$ cat config.mk
export PLATFORM = sky130hd
export DESIGN_NAME = sio_rx
export DESIGN_NICKNAME = d
export VERILOG_FILES = /design/src/rtl/sio_rx_pkg.sv /design/src/rtl/sio_rx_sync.sv /design/src/rtl/sio_rx_frame.sv /design/src/rtl/sio_rx_status.sv /design/src/rtl/sio_rx.sv
export SDC_FILE = /design/constraint.sdc
export NUM_CORES = 1
export LEC_CHECK = 0
export BUFFER_PORTS_ARGS = -buffer_cell sky130_fd_sc_hd__buf_2
export CAP_MARGIN = 10
export CELL_PAD_IN_SITES_DETAIL_PLACEMENT = 1
export CELL_PAD_IN_SITES_GLOBAL_PLACEMENT = 1
export CORE_MARGIN = 2
export CORE_UTILIZATION = 30
export CTS_BUF_LIST = sky130_fd_sc_hd__clkbuf_8
export DETAILED_ROUTE_END_ITERATION = 16
export PLACE_DENSITY_LB_ADDON = 0.1
export RECOVER_POWER = 50
export SYNTH_ARGS = -nofsm -noshare
export SYNTH_HDL_FRONTEND = slang
export SYNTH_SLANG_ARGS = --single-unit
$ cat constraint.sdc
create_clock -name clk16 -period 1.7 [get_ports clk16]
set_input_delay 0.085 -clock clk16 [delete_from_list [all_inputs] [get_ports clk16]]
set_output_delay 0.085 -clock clk16 [all_outputs]
set_load 0.02 [all_outputs]
$ cat src/rtl/sio_rx_pkg.sv
package sio_rx_pkg;
  localparam int DATA_W  = 8;
  localparam int MIN_LEN = 5;

  typedef struct packed {
    logic       even;
    logic       par_off;
    logic [1:0] len;
  } rx_cfg_t;

  typedef enum logic [2:0] {
    S_IDLE  = 3'd0,
    S_START = 3'd1,
    S_DATA  = 3'd2,
    S_PAR   = 3'd3,
    S_STOP  = 3'd4
  } rx_state_e;
endpackage

$ cat src/rtl/sio_rx_sync.sv
module sio_rx_sync #(
  parameter int   STAGES  = 2,
  parameter logic RST_VAL = 1'b0
) (
  input  logic clk,
  input  logic rst_n,
  input  logic d,
  output logic q
);
  logic [STAGES-1:0] ff_q;

  always_ff @(posedge clk or negedge rst_n) begin
    if (!rst_n) ff_q <= {STAGES{RST_VAL}};
    else        ff_q <= {ff_q[STAGES-2:0], d};
  end

  assign q = ff_q[STAGES-1];
endmodule

$ cat src/rtl/sio_rx_frame.sv
module sio_rx_frame
  import sio_rx_pkg::*;
#(
  parameter int OSR = 16
) (
  input  logic              clk,
  input  logic              rst_n,
  input  logic              line,
  input  rx_cfg_t           cfg_in,
  output logic              xfer,
  output logic [DATA_W-1:0] xfer_data,
  output logic              xfer_fe,
  output logic              xfer_pe
);
  localparam int CNT_W = $clog2(OSR);
  localparam logic [CNT_W-1:0] MID  = CNT_W'(OSR/2 - 1);
  localparam logic [CNT_W-1:0] FULL = CNT_W'(OSR - 1);

  rx_state_e         state_q, state_d;
  logic [CNT_W-1:0]  cnt_q, cnt_d;
  logic [2:0]        idx_q, idx_d;
  logic [DATA_W-1:0] sr_q, sr_d;
  logic              par_q, par_d;
  logic              prev_q;
  rx_cfg_t           cfg_q, cfg_d;
  logic [3:0]        len_bits;
  logic              at_mid, at_full;

  assign len_bits = 4'(MIN_LEN) + {2'b00, cfg_q.len};
  assign at_mid   = (cnt_q == MID);
  assign at_full  = (cnt_q == FULL);

  always_comb begin
    state_d = state_q;
    cnt_d   = cnt_q;
    idx_d   = idx_q;
    sr_d    = sr_q;
    par_d   = par_q;
    cfg_d   = cfg_q;
    unique case (state_q)
      S_IDLE: begin
        cnt_d = '0;
        if (prev_q && !line) begin
          state_d = S_START;
          cfg_d   = cfg_in;
          par_d   = 1'b0;
          idx_d   = '0;
        end
      end
      S_START: begin
        cnt_d = cnt_q + 1'b1;
        if (at_mid) begin
          cnt_d   = '0;
          state_d = line ? S_IDLE : S_DATA;
        end
      end
      S_DATA: begin
        cnt_d = at_full ? '0 : cnt_q + 1'b1;
        if (at_full) begin
          sr_d  = {line, sr_q[DATA_W-1:1]};
          par_d = par_q ^ line;
          if (idx_q == 3'(len_bits - 4'd1))
            state_d = cfg_q.par_off ? S_STOP : S_PAR;
          else
            idx_d = idx_q + 1'b1;
        end
      end
      S_PAR: begin
        cnt_d = at_full ? '0 : cnt_q + 1'b1;
        if (at_full) begin
          par_d   = par_q ^ line;
          state_d = S_STOP;
        end
      end
      S_STOP: begin
        cnt_d = at_full ? '0 : cnt_q + 1'b1;
        if (at_full) state_d = S_IDLE;
      end
      default: state_d = S_IDLE;
    endcase
  end

  always_ff @(posedge clk or negedge rst_n) begin
    if (!rst_n) begin
      state_q <= S_IDLE;
      cnt_q   <= '0;
      idx_q   <= '0;
      sr_q    <= '0;
      par_q   <= 1'b0;
      prev_q  <= 1'b1;
      cfg_q   <= '0;
    end else begin
      state_q <= state_d;
      cnt_q   <= cnt_d;
      idx_q   <= idx_d;
      sr_q    <= sr_d;
      par_q   <= par_d;
      prev_q  <= line;
      cfg_q   <= cfg_d;
    end
  end

  assign xfer      = (state_q == S_STOP) && at_full;
  assign xfer_data = sr_q >> (DATA_W - int'(len_bits));
  assign xfer_fe   = ~line;
  assign xfer_pe   = cfg_q.par_off ? 1'b0 : (par_q ^ ~cfg_q.even);

  // a start that is high again at its centre is dropped
  p_glitch_abort_r2: assert property (@(posedge clk) disable iff (!rst_n)
    (state_q == S_START && at_mid && line) |=> (state_q == S_IDLE));

  // bits above the configured length are zero at transfer
  p_unused_zero_r3: assert property (@(posedge clk) disable iff (!rst_n)
    xfer |-> ((xfer_data >> len_bits) == '0));

  // no parity error reported while parity is off
  p_par_off_quiet_r4: assert property (@(posedge clk) disable iff (!rst_n)
    (xfer && cfg_q.par_off) |-> !xfer_pe);

  // hunting for the next start right after the first stop sample
  p_rearm_r9: assert property (@(posedge clk) disable iff (!rst_n)
    xfer |=> (state_q == S_IDLE));
endmodule

$ cat src/rtl/sio_rx_status.sv
module sio_rx_status
  import sio_rx_pkg::*;
(
  input  logic              clk,
  input  logic              rst_n,
  input  logic              xfer,
  input  logic [DATA_W-1:0] xfer_data,
  input  logic              fe_in,
  input  logic              pe_in,
  input  logic              clr_n,
  output logic [DATA_W-1:0] rbr,
  output logic              dr,
  output logic              oe,
  output logic              fe,
  output logic              pe
);
  logic [DATA_W-1:0] rbr_q, rbr_d;
  logic dr_q, dr_d, oe_q, oe_d, fe_q, fe_d, pe_q, pe_d;
  logic pend_q, pend_d, feh_q, feh_d, peh_q, peh_d;

  always_comb begin
    rbr_d  = rbr_q;
    dr_d   = dr_q;
    oe_d   = oe_q;
    fe_d   = fe_q;
    pe_d   = pe_q;
    pend_d = 1'b0;
    feh_d  = feh_q;
    peh_d  = peh_q;
    if (xfer) begin
      rbr_d  = xfer_data;
      oe_d   = dr_q;
      pend_d = 1'b1;
      feh_d  = fe_in;
      peh_d  = pe_in;
    end
    if (pend_q) begin
      dr_d = 1'b1;
      fe_d = feh_q;
      pe_d = peh_q;
    end else if (!clr_n) begin
      dr_d = 1'b0;
    end
  end

  always_ff @(posedge clk or negedge rst_n) begin
    if (!rst_n) begin
      rbr_q  <= '0;
      dr_q   <= 1'b0;
      oe_q   <= 1'b0;
      fe_q   <= 1'b0;
      pe_q   <= 1'b0;
      pend_q <= 1'b0;
      feh_q  <= 1'b0;
      peh_q  <= 1'b0;
    end else begin
      rbr_q  <= rbr_d;
      dr_q   <= dr_d;
      oe_q   <= oe_d;
      fe_q   <= fe_d;
      pe_q   <= pe_d;
      pend_q <= pend_d;
      feh_q  <= feh_d;
      peh_q  <= peh_d;
    end
  end

  assign rbr = rbr_q;
  assign dr  = dr_q;
  assign oe  = oe_q;
  assign fe  = fe_q;
  assign pe  = pe_q;

  // ready follows the buffer load by one clock
  p_ready_after_load_r5: assert property (@(posedge clk) disable iff (!rst_n)
    xfer |-> ##2 dr_q);

  // the holding register only changes on a transfer
  p_rbr_hold_r5: assert property (@(posedge clk) disable iff (!rst_n)
    !xfer |=> $stable(rbr_q));

  // a transfer onto an unacknowledged character flags overrun
  p_overrun_set_r7: assert property (@(posedge clk) disable iff (!rst_n)
    (xfer && dr_q) |=> oe_q);

  // clear input drops ready when no load is pending
  p_clear_r8: assert property (@(posedge clk) disable iff (!rst_n)
    (!clr_n && !pend_q) |=> !dr_q);
endmodule

$ cat src/rtl/sio_rx.sv
module sio_rx
  import sio_rx_pkg::*;
#(
  parameter int OSR         = 16,
  parameter int SYNC_STAGES = 2
) (
  input  logic       clk16,
  input  logic       rst_n,
  input  logic       rx_in,
  input  logic [3:0] cfg_word,
  input  logic       dr_clr_n,
  output logic [7:0] rx_data,
  output logic       data_ready,
  output logic       overrun,
  output logic       frame_err,
  output logic       parity_err
);
  logic              rst_int_n;
  logic              line;
  logic              xfer, xfer_fe, xfer_pe;
  logic [DATA_W-1:0] xfer_data;
  rx_cfg_t           cfg;

  assign cfg = rx_cfg_t'(cfg_word);

  sio_rx_sync #(.STAGES(2), .RST_VAL(1'b0)) u_rst_sync (
    .clk(clk16), .rst_n(rst_n), .d(1'b1), .q(rst_int_n));

  sio_rx_sync #(.STAGES(SYNC_STAGES), .RST_VAL(1'b1)) u_line_sync (
    .clk(clk16), .rst_n(rst_int_n), .d(rx_in), .q(line));

  sio_rx_frame #(.OSR(OSR)) u_frame (
    .clk(clk16), .rst_n(rst_int_n), .line(line), .cfg_in(cfg),
    .xfer(xfer), .xfer_data(xfer_data), .xfer_fe(xfer_fe), .xfer_pe(xfer_pe));

  sio_rx_status u_status (
    .clk(clk16), .rst_n(rst_int_n), .xfer(xfer), .xfer_data(xfer_data),
    .fe_in(xfer_fe), .pe_in(xfer_pe), .clr_n(dr_clr_n),
    .rbr(rx_data), .dr(data_ready), .oe(overrun), .fe(frame_err), .pe(parity_err));
endmodule

; ---- Word level (Yosys, flattened, before mapping)
; Index checks and enable logic that the tools add are counted.
; Widths: inputs -> output; s select.
[totals]
word_cells = 82
reg_bits = 43
input_bits = 8
output_inout_bits = 12
[op_classes]
shift = 1
add_sub_neg = 5
n_eq_ne = 16
reduce_logical = 14
bitwise_logic = 4
n_mux = 23
[ops]
columns = op, count
row1 = $shr 8x32->8, 1
row2 = $mux 3, 10
row3 = $ne 2x1->1 const B, 8
row4 = $pmux 3 s5, 1
row5 = $pmux 4 s3, 1
row6 = $mux 4, 2
row7 = $eq 3x2->1 const B, 2
row8 = $mux 1, 6
row9 = $pmux 3 s2, 1
row10 = $reduce_and 6->1, 1
row11 = $sub 4x4->5 const A, 1
row12 = $add 3x2->4 const A, 1
row13 = $add 4x1->4 const B, 1
row14 = $eq 4x3->1 const B, 1
row15 = $eq 4x4->1 const B, 1
row16 = $reduce_and 2->1, 2
row17 = $reduce_and 4->1, 1
row18 = $reduce_bool 2->1, 2
row19 = $add 3x1->3 const B, 1
row20 = $eq 3x1->1 const B, 1
row21 = $eq 3x3->1, 1
row22 = $eq 3x3->1 const B, 1
row23 = $logic_not 3->1, 1
row24 = $reduce_and 3->1, 1
row25 = 11 further kinds, 14

; ---- Longest topological paths before layout
[logic_depth]
word_depth = 6
depth_mapped = 7
ltp_nobuf = 5

; ---- Hierarchy
; From an unflattened synthesis, not the netlist that was laid out.
[hier_totals]
cells_unflattened = 178
hier_area_um2 = 2170.8
[by_module_without_submodules]
columns = module, area_each_um2, cells_per_inst, n_inst, seq_area_each_um2
row1 = sio_rx_frame, 1486.4, 143, 1, 601.8
row2 = sio_rx_status, 578.1, 30, 1, 375.4
row3 = sio_rx_sync (u_line_sync), 52.6, 2, 1, 52.6
row4 = sio_rx_sync (u_rst_sync), 50.0, 2, 1, 50.0
row5 = sio_rx, 3.8, 1, 1, 0.0

; ---- Worst setup path before layout
; No wires, ideal clock.
[synth_timing]
path_type = flip-flop to flip-flop
startpoint = reg u_frame.cnt_q[0]
endpoint = reg u_status.rbr_q[3] (netlist: u_status.rbr[3])
t_arrival_ns = 1.492
path_buffers = 1
synth_period_minus_slack_ns = 1.617
setup_slack_ns = 0.083
stages_incl_launch_ff = 7
path_cell_list = dfrtp_1 -> ha_1 -> and3_1 -> buf_6 -> nand3_2 -> inv_2 -> mux2_2
[synth_between]
elab_chain_len = 2
[synth_lines]
columns = element, line
row1 = start: declaration, sio_rx_frame.sv:20  ; logic [CNT_W-1:0] cnt_q, cnt_d;
row2 = start signal: assignment, sio_rx_frame.sv:94  ; cnt_q <= cnt_d;
row3 = $eq 4x4->1, sio_rx_frame.sv:31  ; assign at_full = (cnt_q == FULL);
row4 = $logic_and 1x1->1, sio_rx_frame.sv:103  ; assign xfer = (state_q == S_STOP) && at_full;
row5 = via u_frame.xfer, sio_rx_frame.sv:10  ; output logic xfer,
row6 = end signal: assignment, sio_rx_status.sv:57  ; rbr_q <= rbr_d;
row7 = end: declaration, sio_rx_status.sv:17  ; logic [DATA_W-1:0] rbr_q, rbr_d;
; The timed path passes the listed nets, and every way through them passes these cells.
; A chain may end at the register's enable or synchronous reset.

; ---- Worst setup path in the final report
[layout_timing]
startpoint = reg u_frame.cnt_q[0]
endpoint = reg u_frame.sr_q[4]
[layout_between]
elab_chain_len = 2
[layout_lines]
columns = element, line
row1 = $eq 4x4->1, sio_rx_frame.sv:31
row2 = $reduce_and 2->1 (no line), -
row3 = end signal: assignment, sio_rx_frame.sv:96  ; sr_q <= sr_d;
row4 = end: declaration, sio_rx_frame.sv:22  ; logic [DATA_W-1:0] sr_q, sr_d;
; No other way between the ends.

==> impl_metrics.csv <==
group,metric,value,unit
route,antenna_left,0,
die,die_w,87.4,um
synth,ys_warn_count,0,
hold_path,hold_class,"primary input to flip-flop",
synth,synthArstFlopShare,100,%
critical_path,path_cells,"ha_1 > and3_1 > buf_4 > nand3_4 > buf_12 > mux2_4",
synth,syn_area,0.00209,mm2
finish,n_antenna_cell,0,
route,via_count,1469,
critical_path,worstSetupEndpointType,"flip-flop",
die,die_area,0.00764,mm2
run,drv_cap,0,
sta,relSlewSlack,30.7,%
power_and_ir_drop,power.switching,1.06,mW
placed_design,pre_cts_ws,0.0834,ns
die,rows,30,
critical_path,cpPeakStageDelay,0.39,ns
cts,cts_tree,"done",
sta,tns,0,ns
sta,clock_skew,0.00585,ns
route,wl_per_cell,15.9,um
cts,cts_resized,0,
critical_path,cp-start-kind,"flip-flop",
synth,avgSynthCellArea,11.4,um2
cts,numCtsBuffers,5,
cts,cts-root-buf,"clkbuf_8",
cts,ctsLongestPathBuffers,2,
global_routing,grt_max_degree,42,
synth,synth_ff_type,"dfrtp_1",
critical_path,critPathMaxFanout,9,
global_routing,gr-total-overflow,0,
synth,ys_seq_elements,43,
critical_path,crit_type,"flip-flop to flip-flop",
sta,setup_violations,0,
finish,fin_area,0.00247,mm2
critical_path,crit_slowest_cell,"dfrtp_1",
power_and_ir_drop,swShare,33.4,%
synth,netlist.area_leader.share,48.0,%
critical_path,reg2reg_slack,0.11,ns
sta,rsz0062_at_grt,"no",
critical_path,worst_ep_arrival_time,1.77,ns
die,io_pins,20,
sta,post-route-min-period,1.59,ns
power_and_ir_drop,combPwrFrac,30.9,%
finish,final_common_cell,"dfrtp_1",
global_routing,grt_usage,13.6,%
power_and_ir_drop,p_seq_share,43.8,%
sta,setup_ws,0.114,ns
power_and_ir_drop,max-vdd-ir-drop,602,uV
synth,synth_edf_count,0,
sta,fmaxAchievable,631,MHz
power_and_ir_drop,p_total,3.16,mW
die,core-area,0.00676,mm2
global_routing,antenna_found_initial,0,
power_and_ir_drop,power.internal,2.10,mW
sta,final-hold-violation-count,0,
route,drtPass1Iterations,4,
status,status,"finished, final reports clean",
critical_path,required,1.88,ns
synth,ys_seq_area_share,51.7,%
finish,layout_common_cells,"dfrtp_1 (40), nand2_1 (20), buf_2 (18)",
route,totalWireLength,4.72,mm
finish,layout-drive-gt1-share,33.0,%
placed_design,dp_hpwl,3.52,mm
route,drtIter0Drc,32,
power_and_ir_drop,p_clk_share,25.3,%
route,route.detailed.drc,0,
critical_path,path_buf_inv,2,
placed_design,placed_area,0.00230,mm2
critical_path,cpLargestDelayFamily,"flip-flops",
route,vias_per_cell,4.93,
cts,clk_pin_slew,0.08,ns
synth,syn_nets,193,
synth,yosysTopAreaCell,"dfrtp_1",
sta,timing.final.crit_share,93.3,%
sta,slew_violations,0,
placed_design,place_congestion,0.775,
placed_design,portBuffers,19,
synth,yosysUniqueCellTypes,49,
die,start_util,30.9,%
sta,max_slew.worst_pin.slew,1.04,ns
cts,clock_sinks,43,
placed_design,dp_cells,285,
cts,clk_latency,0.29,ns
global_routing,grt_pass1_vias,1607,
power_and_ir_drop,leakage,1.18,nW
synth,postSynthCellCount,183,
cts,cts-htree-levels,2,
finish,layoutNonFillerInstCount,298,
finish,area_growth,18.3,%
synth,synth.top_cells.by_area,"dfrtp_1 (48%), mux2_2 (7.0%), mux2_4 (5.0%), dfstp_2 (3.8%), nand2_1 (3.6%)",
die,die_y,87.4,um
finish,fin_nets,227,
global_routing,grt_pass1_wl,8.08,mm
power_and_ir_drop,p_per_area,1280,mW/mm2
## final cells by class
| cell class | instances | area, um2 |
|---|---|---|
| clock inverters | 3 | 43.8 |
| fillers | 765 | 4290 |
| inverters | 6 | 22.5 |
| clock buffers | 5 | 68.8 |
| multi-input cells | 124 | 908 |
| repair buffers | 37 | 246 |
| flip-flops and latches | 43 | 1080 |
| well taps | 80 | 100 |
## synth_stat cells, types with 2 or more instances
cell     number
a21oi_1       9
a31oi_1       3
and2_1        3
buf_2         5
buf_6         3
dfrtp_1      40
dfstp_2       3
ha_1          2
inv_1         5
mux2_2       13
mux2_4        7
mux2i_1       6
nand2_1      20
nand3_1       3
nor2_1        8
nor2b_1       2
o21ai_0      12
o21ai_1       3
o22ai_1       2
xor2_1        5
## flip-flops by register name (all words and copies together) (netlist names), 2 cells and up
register / count
u_frame.sr_q: 8
u_rst_sync.ff_q: 2
u_frame.cfg_q: 4
u_frame.idx_q: 3
u_frame.state_q: 3
u_line_sync.ff_q: 2
u_frame.cnt_q: 4
u_status.rbr: 8
## stage by stage
stage / util (%) / hold slack [ns]
after global placement: 34.1 / -0.132
after detailed placement: 34.1 / -0.130
after CTS: 36.2 / 0.0195
after floorplan: - / -0.211
final: 36.6 / 0.0253
after global routing: 36.6 / 0.0225
## power groups by stage
stage	clock (mW)	sequential (mW)	combinational (mW)
after floorplan	0	1.36	0.685
after global placement	0	1.40	0.919
after detailed placement	0	1.41	0.972
after CTS	0.840	1.39	0.980
after global routing	0.870	1.41	1.10
final	0.800	1.38	0.976
## logic make-up after synthesis
| family | count (synthesis) | share of synthesized area, % |
|---|---|---|
| AO/OA/AOI/OAI | 40 | 11.7 |
| XOR/XNOR | 6 | 2.52 |
| adder cells (fa/ha/maj) | 2 | 1.20 |
| buffers and inverters | 16 | 4.74 |
| flip-flops | 43 | 51.7 |
| multiplexers | 27 | 15.5 |
| other | 1 | 0.180 |
| AND/OR/NAND/NOR | 48 | 12.5 |
## worst paths after layout
| kind | from | endpoint | depth (start not counted) |
|---|---|---|---|
| setup / recovery | u_frame.cnt_q[0] | u_frame.sr_q[4] | 6 |
| hold / removal | cfg_word[2] | u_frame.cfg_q[2] | 2 |
| setup reg to reg | u_frame.cnt_q[0] | u_frame.sr_q[4] | 6 |
| hold reg to reg | u_line_sync.ff_q[0] | u_line_sync.ff_q[1] | 0 |
| max in group asynchronous | u_rst_sync.ff_q[1] | u_status.rbr[5] | 1 |
| min in group asynchronous | rst_n | u_rst_sync.ff_q[1] | 2 |
## worst register-to-register path, delay by kind of cell, from the launching register on
kind	cells	cell delay [ns]
adder cells (fa/ha/maj)	1	0.23
multiplexers	1	0.30
flip-flops	1	0.39
buffers and inverters	2	0.30
AND/OR/NAND/NOR	2	0.26
## per-layer routing
layer | global-route usage [%] | wire length [um] | up-vias
met5 | 0 | 0 | -
met4 | 2.94 | 32 | 0
met2 | 25.0 | 2560 | 11
met3 | 2.56 | 87 | 4
met1 | 16.5 | 2050 | 744
li1 | - | - | 710
## timing repair
action                     4_1_cts  5_1_grt
hold endpoints to repair         4        0
setup endpoints to repair        0        1
buffers inserted                 0        2
hold buffers                     3        0
Note: power is estimated with default switching activity, not from simulation.
